===== src/rtl/ilv_agen_pkg.sv =====
package ilv_agen_pkg;
  localparam int QW_SHIFT  = 4;
  localparam int CNT_W     = 8;
  localparam int XFER_LSB  = 16;
  localparam int SKIP_LSB  = 0;

  typedef enum logic [1:0] {
    ST_IDLE = 2'd0,
    ST_RUN  = 2'd1,
    ST_FIN  = 2'd2
  } ilv_state_e;

  typedef struct packed {
    logic [CNT_W-1:0] xfer;
    logic [CNT_W-1:0] skip;
  } stride_t;
endpackage


===== src/rtl/ilv_cfg_decode.sv =====
module ilv_cfg_decode
  import ilv_agen_pkg::*;
#(
  parameter int CFG_W = 32
) (
  input  logic [CFG_W-1:0] cfg_word,
  output stride_t          stride
);
  logic unused_cfg_bits;
  assign unused_cfg_bits = ^cfg_word;

  always_comb begin
    stride.xfer = cfg_word[XFER_LSB +: CNT_W];
    stride.skip = cfg_word[SKIP_LSB +: CNT_W];
  end
endmodule


===== src/rtl/ilv_beat_tracker.sv =====
module ilv_beat_tracker
  import ilv_agen_pkg::*;
#(
  parameter int TOTAL_W = 16
) (
  input  logic               clk,
  input  logic               rst_n,
  input  logic               load,
  input  logic [TOTAL_W-1:0] total,
  input  logic [CNT_W-1:0]   grp_len,
  input  logic               advance,
  output logic               last_beat,
  output logic               group_end
);
  localparam int POS_W = CNT_W + 1;

  logic [TOTAL_W-1:0] remain_q;
  logic [CNT_W-1:0]   pos_q;
  logic [CNT_W-1:0]   len_q;
  logic [POS_W-1:0]   pos_next;

  assign pos_next  = {1'b0, pos_q} + POS_W'(1);
  assign group_end = (pos_next == {1'b0, len_q});
  assign last_beat = (remain_q == TOTAL_W'(1));

  always_ff @(posedge clk) begin
    if (!rst_n) begin
      remain_q <= '0;
      pos_q    <= '0;
      len_q    <= '0;
    end else if (load) begin
      remain_q <= total;
      pos_q    <= '0;
      len_q    <= grp_len;
    end else if (advance) begin
      remain_q <= remain_q - TOTAL_W'(1);
      pos_q    <= group_end ? '0 : pos_next[CNT_W-1:0];
    end
  end
endmodule


===== src/rtl/ilv_addr_step.sv =====
module ilv_addr_step
  import ilv_agen_pkg::*;
#(
  parameter int ADDR_W = 32
) (
  input  logic              clk,
  input  logic              rst_n,
  input  logic              load,
  input  logic [ADDR_W-1:0] base,
  input  logic [CNT_W-1:0]  skip,
  input  logic              advance,
  input  logic              group_end,
  output logic [ADDR_W-1:0] addr
);
  localparam int QA_W = ADDR_W - QW_SHIFT;

  logic [QA_W-1:0]  qa_q;
  logic [CNT_W-1:0] skip_q;
  logic [QA_W-1:0]  stride_jump;
  logic             unused_low;

  assign unused_low  = ^base[QW_SHIFT-1:0];
  assign stride_jump = QA_W'(skip_q) + QA_W'(1);
  assign addr        = {qa_q, {QW_SHIFT{1'b0}}};

  always_ff @(posedge clk) begin
    if (!rst_n) begin
      qa_q   <= '0;
      skip_q <= '0;
    end else if (load) begin
      qa_q   <= base[ADDR_W-1:QW_SHIFT];
      skip_q <= skip;
    end else if (advance) begin
      qa_q   <= qa_q + (group_end ? stride_jump : QA_W'(1));
    end
  end
endmodule


===== src/rtl/ilv_agen.sv =====
module ilv_agen
  import ilv_agen_pkg::*;
#(
  parameter int ADDR_W  = 32,
  parameter int TOTAL_W = 16,
  parameter int CFG_W   = 32
) (
  input  logic               clk,
  input  logic               rst_n,
  input  logic               start,
  input  logic [ADDR_W-1:0]  base_addr,
  input  logic [TOTAL_W-1:0] total_qw,
  input  logic [CFG_W-1:0]   stride_cfg,
  output logic               addr_valid,
  input  logic               addr_ready,
  output logic [ADDR_W-1:0]  addr,
  output logic               done
);
  ilv_state_e state_q;
  stride_t    stride;
  logic       accept;
  logic       empty_run;
  logic       beat_hs;
  logic       last_beat;
  logic       group_end;

  ilv_cfg_decode #(.CFG_W(CFG_W)) u_dec (
    .cfg_word (stride_cfg),
    .stride   (stride)
  );

  assign accept     = (state_q == ST_IDLE) && start;
  assign empty_run  = (total_qw == '0) || (stride.xfer == '0);
  assign addr_valid = (state_q == ST_RUN);
  assign done       = (state_q == ST_FIN);
  assign beat_hs    = addr_valid && addr_ready;

  ilv_beat_tracker #(.TOTAL_W(TOTAL_W)) u_trk (
    .clk       (clk),
    .rst_n     (rst_n),
    .load      (accept),
    .total     (total_qw),
    .grp_len   (stride.xfer),
    .advance   (beat_hs),
    .last_beat (last_beat),
    .group_end (group_end)
  );

  ilv_addr_step #(.ADDR_W(ADDR_W)) u_adr (
    .clk       (clk),
    .rst_n     (rst_n),
    .load      (accept),
    .base      (base_addr),
    .skip      (stride.skip),
    .advance   (beat_hs),
    .group_end (group_end),
    .addr      (addr)
  );

  always_ff @(posedge clk) begin
    if (!rst_n) begin
      state_q <= ST_IDLE;
    end else begin
      unique case (state_q)
        ST_IDLE: if (accept) state_q <= empty_run ? ST_FIN : ST_RUN;
        ST_RUN:  if (beat_hs && last_beat) state_q <= ST_FIN;
        ST_FIN:  state_q <= ST_IDLE;
        default: state_q <= ST_IDLE;
      endcase
    end
  end
endmodule


===== config.mk =====
export PLATFORM = sky130hd
export DESIGN_NAME = ilv_agen
export DESIGN_NICKNAME = d
export VERILOG_FILES = /design/src/rtl/ilv_agen_pkg.sv /design/src/rtl/ilv_cfg_decode.sv /design/src/rtl/ilv_beat_tracker.sv /design/src/rtl/ilv_addr_step.sv /design/src/rtl/ilv_agen.sv
export SDC_FILE = /design/constraint.sdc
export NUM_CORES = 1
export LEC_CHECK = 0
export BUFFER_PORTS_ARGS = -buffer_cell sky130_fd_sc_hd__buf_2
export CAP_MARGIN = 10
export CORE_MARGIN = 2
export CORE_UTILIZATION = 49
export DETAILED_ROUTE_END_ITERATION = 10
export GPL_ROUTABILITY_DRIVEN = 0
export PLACE_DENSITY_LB_ADDON = 0.05
export SLEW_MARGIN = 5
export SYNTH_ARGS = -nofsm -noshare
export SYNTH_HDL_FRONTEND = slang
export SYNTH_HIERARCHICAL = 1
export SYNTH_SLANG_ARGS = --single-unit

===== constraint.sdc =====
create_clock -name clk -period 3.96 [get_ports clk]
set_clock_uncertainty 0.1 [all_clocks]
set_input_delay 0.594 -clock clk [delete_from_list [all_inputs] [get_ports clk]]
set_output_delay 0.594 -clock clk [all_outputs]
set_load 0.02 [all_outputs]

# Word level (Yosys, flattened, before mapping)
# Index checks and enable logic that the tools add are counted.
[word_totals]
output_inout_bits = 34
register_bits = 70
inputBits = 84
word_cells = 37
[classes]
bitwise = 1
addsub = 4
n_eq_ne = 6
muxes = 10
n_reduce_logical = 10
[ops]
columns = ["cell", "n"]
rows = [
  ["2-to-1 mux 28 bit", 3],
  ["2-to-1 mux 16 bit", 2],
  ["adder 28 bit", 1],
  ["adder 8 x 1 -> 9 bit (second input constant)", 2],
  ["equality test 16 x 1 -> 1 bit (second input constant)", 1],
  ["logical NOT 16 bit", 1],
  ["subtractor 16 x 1 -> 16 bit (second input constant)", 1],
  ["equality test 9 x 8 -> 1 bit", 1],
  ["logical NOT 8 bit", 1],
  ["2-to-1 mux 8 bit", 1],
  ["2-to-1 mux 2 bit", 3],
  ["case mux 2 bit (2 select lines)", 1],
  ["logical AND 1 bit", 3],
  ["equality test 2 x 1 -> 1 bit (second input constant)", 1],
  ["equality test 2 bit (second input constant)", 1],
  ["logical NOT 2 bit", 1],
  ["inequality test 2 x 1 -> 1 bit (second input constant)", 1],
  ["inequality test 2 bit (second input constant)", 1],
  ["AND reduction 2 bit", 1],
  ["nonzero test 2 bit", 1],
  ["OR reduction 2 bit", 1],
  ["logical OR 1 bit", 1],
  ["inverter 1 bit", 1],
]

# Depth between registers and ports, before layout
[depth]
ltp_word = 6
ltp_mapped = 16
ltp_nobuf = 14

# By module
# The synthesis kept the hierarchy.
[modules_own_cells]
columns = ["module", "seq_area_each_um2", "n_inst", "area_each_um2", "cells_per_inst"]
rows = [
  ["ilv_addr_step", 720.7, 1, 2498.6, 308],
  ["ilv_beat_tracker", 640.6, 1, 1893.1, 221],
  ["ilv_agen", 40.0, 1, 182.7, 22],
  ["ilv_cfg_decode", 0.0, 1, 120.1, 16],
]

# Worst setup path after synthesis
# OpenSTA, ideal clock, no wires.
[synth_timing]
path_type = "reg2reg"
start = "register u_trk.pos_q[0]"
end = "register u_adr.qa_q[14]"
t_required_ns = 3.738
synth_period_minus_slack_ns = 4.171
t_arrival_ns = 3.949
stages_incl_launch_ff = 16
path_buffers = 1
setup_slack_ns = -0.211
setup_ns = 0.122
cell_sequence = "dfxtp_1 > ha_1 > xnor2_1 > o211ai_1 > or4_4 > or4b_1 > nor2_1 > nand2_1 > ha_1 > fa_1 > a211oi_1 > nor3_2 > o21ai_1 > buf_2 > nor3_1 > o311a_1"
[synth_between]
elab_chain_cells = 6
[synth_lines]
columns = ["item", "line_no", "text"]
rows = [
  ["from (decl)", "ilv_beat_tracker.sv:18", "logic [CNT_W-1:0] pos_q;"],
  ["from (signal assigned)", "ilv_beat_tracker.sv:37", "pos_q <= group_end ? '0 : pos_next[CNT_W-1:0];"],
  ["adder 8 x 1 -> 9 bit", "ilv_beat_tracker.sv:22", "assign pos_next = {1'b0, pos_q} + POS_W'(1);"],
  ["equality test 9 x 8 -> 1 bit", "ilv_beat_tracker.sv:23", "assign group_end = (pos_next == {1'b0, len_q});"],
  ["via group_end", "ilv_agen.sv:25", "logic group_end;"],
  ["2-to-1 mux 28 bit", "ilv_addr_step.sv:34", "qa_q <= qa_q + (group_end ? stride_jump : QA_W'(1));"],
  ["adder 28 bit", "ilv_addr_step.sv:34", ""],
  ["2-to-1 mux 28 bit", "ilv_addr_step.sv:33", "end else if (advance) begin"],
  ["2-to-1 mux 28 bit", "ilv_addr_step.sv:30", "end else if (load) begin"],
  ["to (signal assigned)", "ilv_addr_step.sv:31", "qa_q <= base[ADDR_W-1:QW_SHIFT];"],
  ["to (signal assigned)", "ilv_addr_step.sv:34", ""],
  ["to (decl)", "ilv_addr_step.sv:17", "logic [QA_W-1:0] qa_q;"],
]
# The timed path passes the listed nets, and every way through them passes these cells. The select of a mux whose other input is x is not followed.
# A chain may end at the register's enable or synchronous reset.

# Final worst setup path
# Same ends and word-level chain as after synthesis.

==> results.md <==
* Run status: finished with violations
* Failing checks: negative setup slack
* Tot Pwr at 2.047 mW
* CP endpoint kind: flop
* Initial Utilization at around 51%
* R2r setup slk at -0.01 ns
* Final nets at 771
* Worst hold slack at 0.3743 ns
* Crit path buf inv count at 1
* Via-to-Cell Ratio at 5.599
* Total clock sinks at 70
* Largest net degree at the start of global routing at 35
* Rows at 35
* Pwr/cell area at 346.5 nW/um^2
* R2R depth at 15
* Avg Synthesized Cell Area at between 8 and 9 um^2
* CP top delay family: simple AND/OR/NAND/NOR gates
* Die footprint at about 10000 um^2
* Tcrit/Tclk final at 100.3%
* Startpoint Class: flop
* Drt drc at 0
* Proportion of synthesized area in mux cells at between 4 and 5%
* Synth Area in Simple Gates at 26.84%
* TritonRoute pass-1 iters at 4
* Fillers at 843
* Dpl hpwl at 8807 um
* CTS root buf: clkbuf_8
* Slowest CP cell: or4b_4
* DR iter-0 viols at 215
* Sum of negative setup slack at -0.01911 ns
* Overflow after GRT at 0
* Max-Cap Viols at 0
* N_diodes at 0
* Fin util at about 64%
* WP data required at 4.09 ns
* Core Area at 9284 um^2
* Static Leak at 2.473 nW
* Largest family of logic cells by synthesized area: simple AND/OR/NAND/NOR gates
* Tmin final at 3.972 ns
* Vias in the first global route at about 4200
* Crit-path max cell delay at approximately 0.60 ns
* Port bufs at 93
* Final hold violations at 0
* Area growth syn-to-layout at 25.88%
* Reg2reg start: u_trk/pos_q[0]
* Worst-path clk slew at 0.08 ns
* Critical path type: reg2reg
* Die height at roughly 100 um
* Worst-path fanout max at 6
* Synth Flop Type: dfxtp_1
* Routed wire per std cell at between 15 and 20 um
* Post-route ant nets at 0
* Share of cells above drive strength 1 at between 30% and 40%
* Cell-by-cell trace of the critical path: ha_4 -> xnor2_2 -> o211ai_1 -> or4_4 -> or4b_4 -> nor2_4 -> nand2_1 -> ha_2 -> fa_2 -> a211oi_4 -> nor3_2 -> o21ai_1 -> buf_4 -> nor3_1 -> o311a_1
* Adder-Cell Fraction of Synth Area at 3.891%
* CTS H-tree depth at 3
* Worst skew pair latency at 0.35 ns
* Synth Register Bits at 70
* Synth Area in XOR/XNOR at 6.530%
* Post-synth EDFFs at 0
* Post-synthesis compound-gate area fraction at 20.76%
* RSZ-0062 raised after global routing: true
* Vias at 4518
* Fmax at approximately 250 MHz
* Slew of the pin with the lowest slew margin at 0.7550 ns
* Area of the mapped netlist at 4695 um^2
* RR Endpoint: u_adr/qa_q[14]
* Clock buffer depth at 2
* Hold Path Origin: base_addr[5]
* Die X at around 100 um
* CTS Buf Count at 9
* Synth warn at 6
* Critical Path AT at 4.10 ns
* Routed wire length at between 10000 and 15000 um
* Worst hold endpoint: u_adr/qa_q[1]
* Register area at ~1400 um^2
* Area of the multi-input gates at 3203 um^2
* Max VDD drop at roughly 230 uV
* Max-slew headroom at 49.28%
* Ports at 118
* Total track usage at 23.59%
* First-pass GRT wire length at 19670 um
* CTS tree: done
* Antenna violations before repair at 0
* Fin worst setup slack at -0.01169 ns
* Slew Viols, Final at 0
* # hold bufs at CTS at 0
* Cell count after synthesis at 567
* Worst min path class: in2reg
* Cell variety after synth at 74
* Post-synthesis sequential area ratio at 29.85%
* Setup violators final at 2
* Ys async rst share at 0%
* Hold path depth at 3
[cell type report]
class                      instances  share of cell area, %
clock buffer                       9                  2.096
clock inverter                     7                  1.651
sequential                        70                  23.80
tap                              129                  2.731
multi-input combinational        438                  54.20
timing repair buffer             144                  14.88
inverter                          10                 0.6352
[worst max-delay path by stage]
| stage | from | to | cells after the start |
|---|---|---|---|
| after global routing | u_trk/pos_q[0] | u_adr/qa_q[20] | 14 |
| after detailed placement | u_trk/pos_q[0] | u_adr/qa_q[17] | 13 |
| after global placement | u_trk/pos_q[0] | u_adr/qa_q[13] | 14 |
| after CTS | u_trk/pos_q[1] | u_adr/qa_q[14] | 15 |
| after floorplan | u_trk/pos_q[0] | u_adr/qa_q[14] | 15 |
| final | u_trk/pos_q[0] | u_adr/qa_q[14] | 15 |
[cells in the final DEF (no fill, tap or decap), types with 11 or more instances in the layout]
| cell type | n |
|---|---|
| a21oi_1 | 35 |
| nor4_1 | 11 |
| and3_1 | 14 |
| dfxtp_1 | 68 |
| a31oi_1 | 16 |
| nor2b_1 | 11 |
| nand2_1 | 32 |
| o21ai_0 | 30 |
| nand3_1 | 28 |
| nor3_1 | 14 |
| nand2b_1 | 13 |
| buf_2 | 93 |
| xor2_1 | 15 |
| xnor2_1 | 19 |
| nor2_1 | 26 |
| mux2i_1 | 21 |
| buf_4 | 45 |
[registers in the layout, indices dropped and copies added, names as in the netlist]
name and count:
state_q 2, u_adr/qa_q 28, u_adr/skip_q 8, u_trk/len_q 8
u_trk/pos_q 8, u_trk/remain_q 16
[power breakdown]
| group | leakage, nW | total, mW | internal (mW) | switching, mW |
|---|---|---|---|---|
| clock network | 0.106 | 0.654 | 0.357 | 0.297 |
| logic | 1.79 | 0.538 | 0.237 | 0.300 |
| registers | 0.577 | 0.856 | 0.772 | 0.0840 |
| total | 2.47 | 2.05 | 1.37 | 0.681 |
[worst min-delay path, cell delays in order]
cell	delay, ns
buf_2	0.07
a21oi_1	0.05
nor2_1	0.07
[metal layers]
layer / share of wire, % / wire length, um / up-vias / GRT usage (%)
li1: - / - / 2283 / -
met1: 48 / 5918 / 2122 / 32.43
met2: 46 / 5702 / 104 / 38.71
met3: 4.4 / 545 / 9 / 4.036
met4: 1.0 / 123 / 0 / 5.846
met5: 0 / 0 / - / 0
[per-stage QoR]
step                setup WS (ns)  instance area, um^2  std cells
finish                   -0.01169                 5909        807
global route              -0.1517                 5909        807
CTS                      0.008711                 5695        806
detailed placement        -0.1843                 5410        787
global placement          -0.1155                 5410        787
floorplan                 0.01113                 4722        570
[cells in the mapped netlist, types with 13 or more instances]
library cell	n	share of area [%]
a21oi_1	37	3.9
a31oi_1	16	2.1
and2_1	15	2.0
and3_1	14	1.9
buf_4	23	3.7
clkbuf_1	20	1.6
dfxtp_1	70	30
ha_1	13	3.5
mux2i_1	21	4.5
nand2_1	32	2.6
nand2b_1	13	1.7
nand3_1	28	3.0
nor2_1	28	2.2
nor3_1	14	1.5
o21ai_0	34	3.6
xnor2_1	20	3.7
xor2_1	15	2.8
[repair_timing]
item,4_1_cts,5_1_grt
gates resized for setup,6,37
setup buffers,2,1
cloned,1,0
pin swaps,6,34
endpoints found under the setup margin,20,22
[cells by family (layout without fill, tap and decap cells)]
logic type,after synthesis,after routing
other,1,4
adders and majority gates,14,14
muxes,22,22
xor gates and xnor gates,35,35
DFF,70,70
AOI/OAI and AO/OA,145,145
buffers and inverters,63,170
and+or+nand+nor,217,218
No activity file was read; power rests on OpenSTA's default activity.
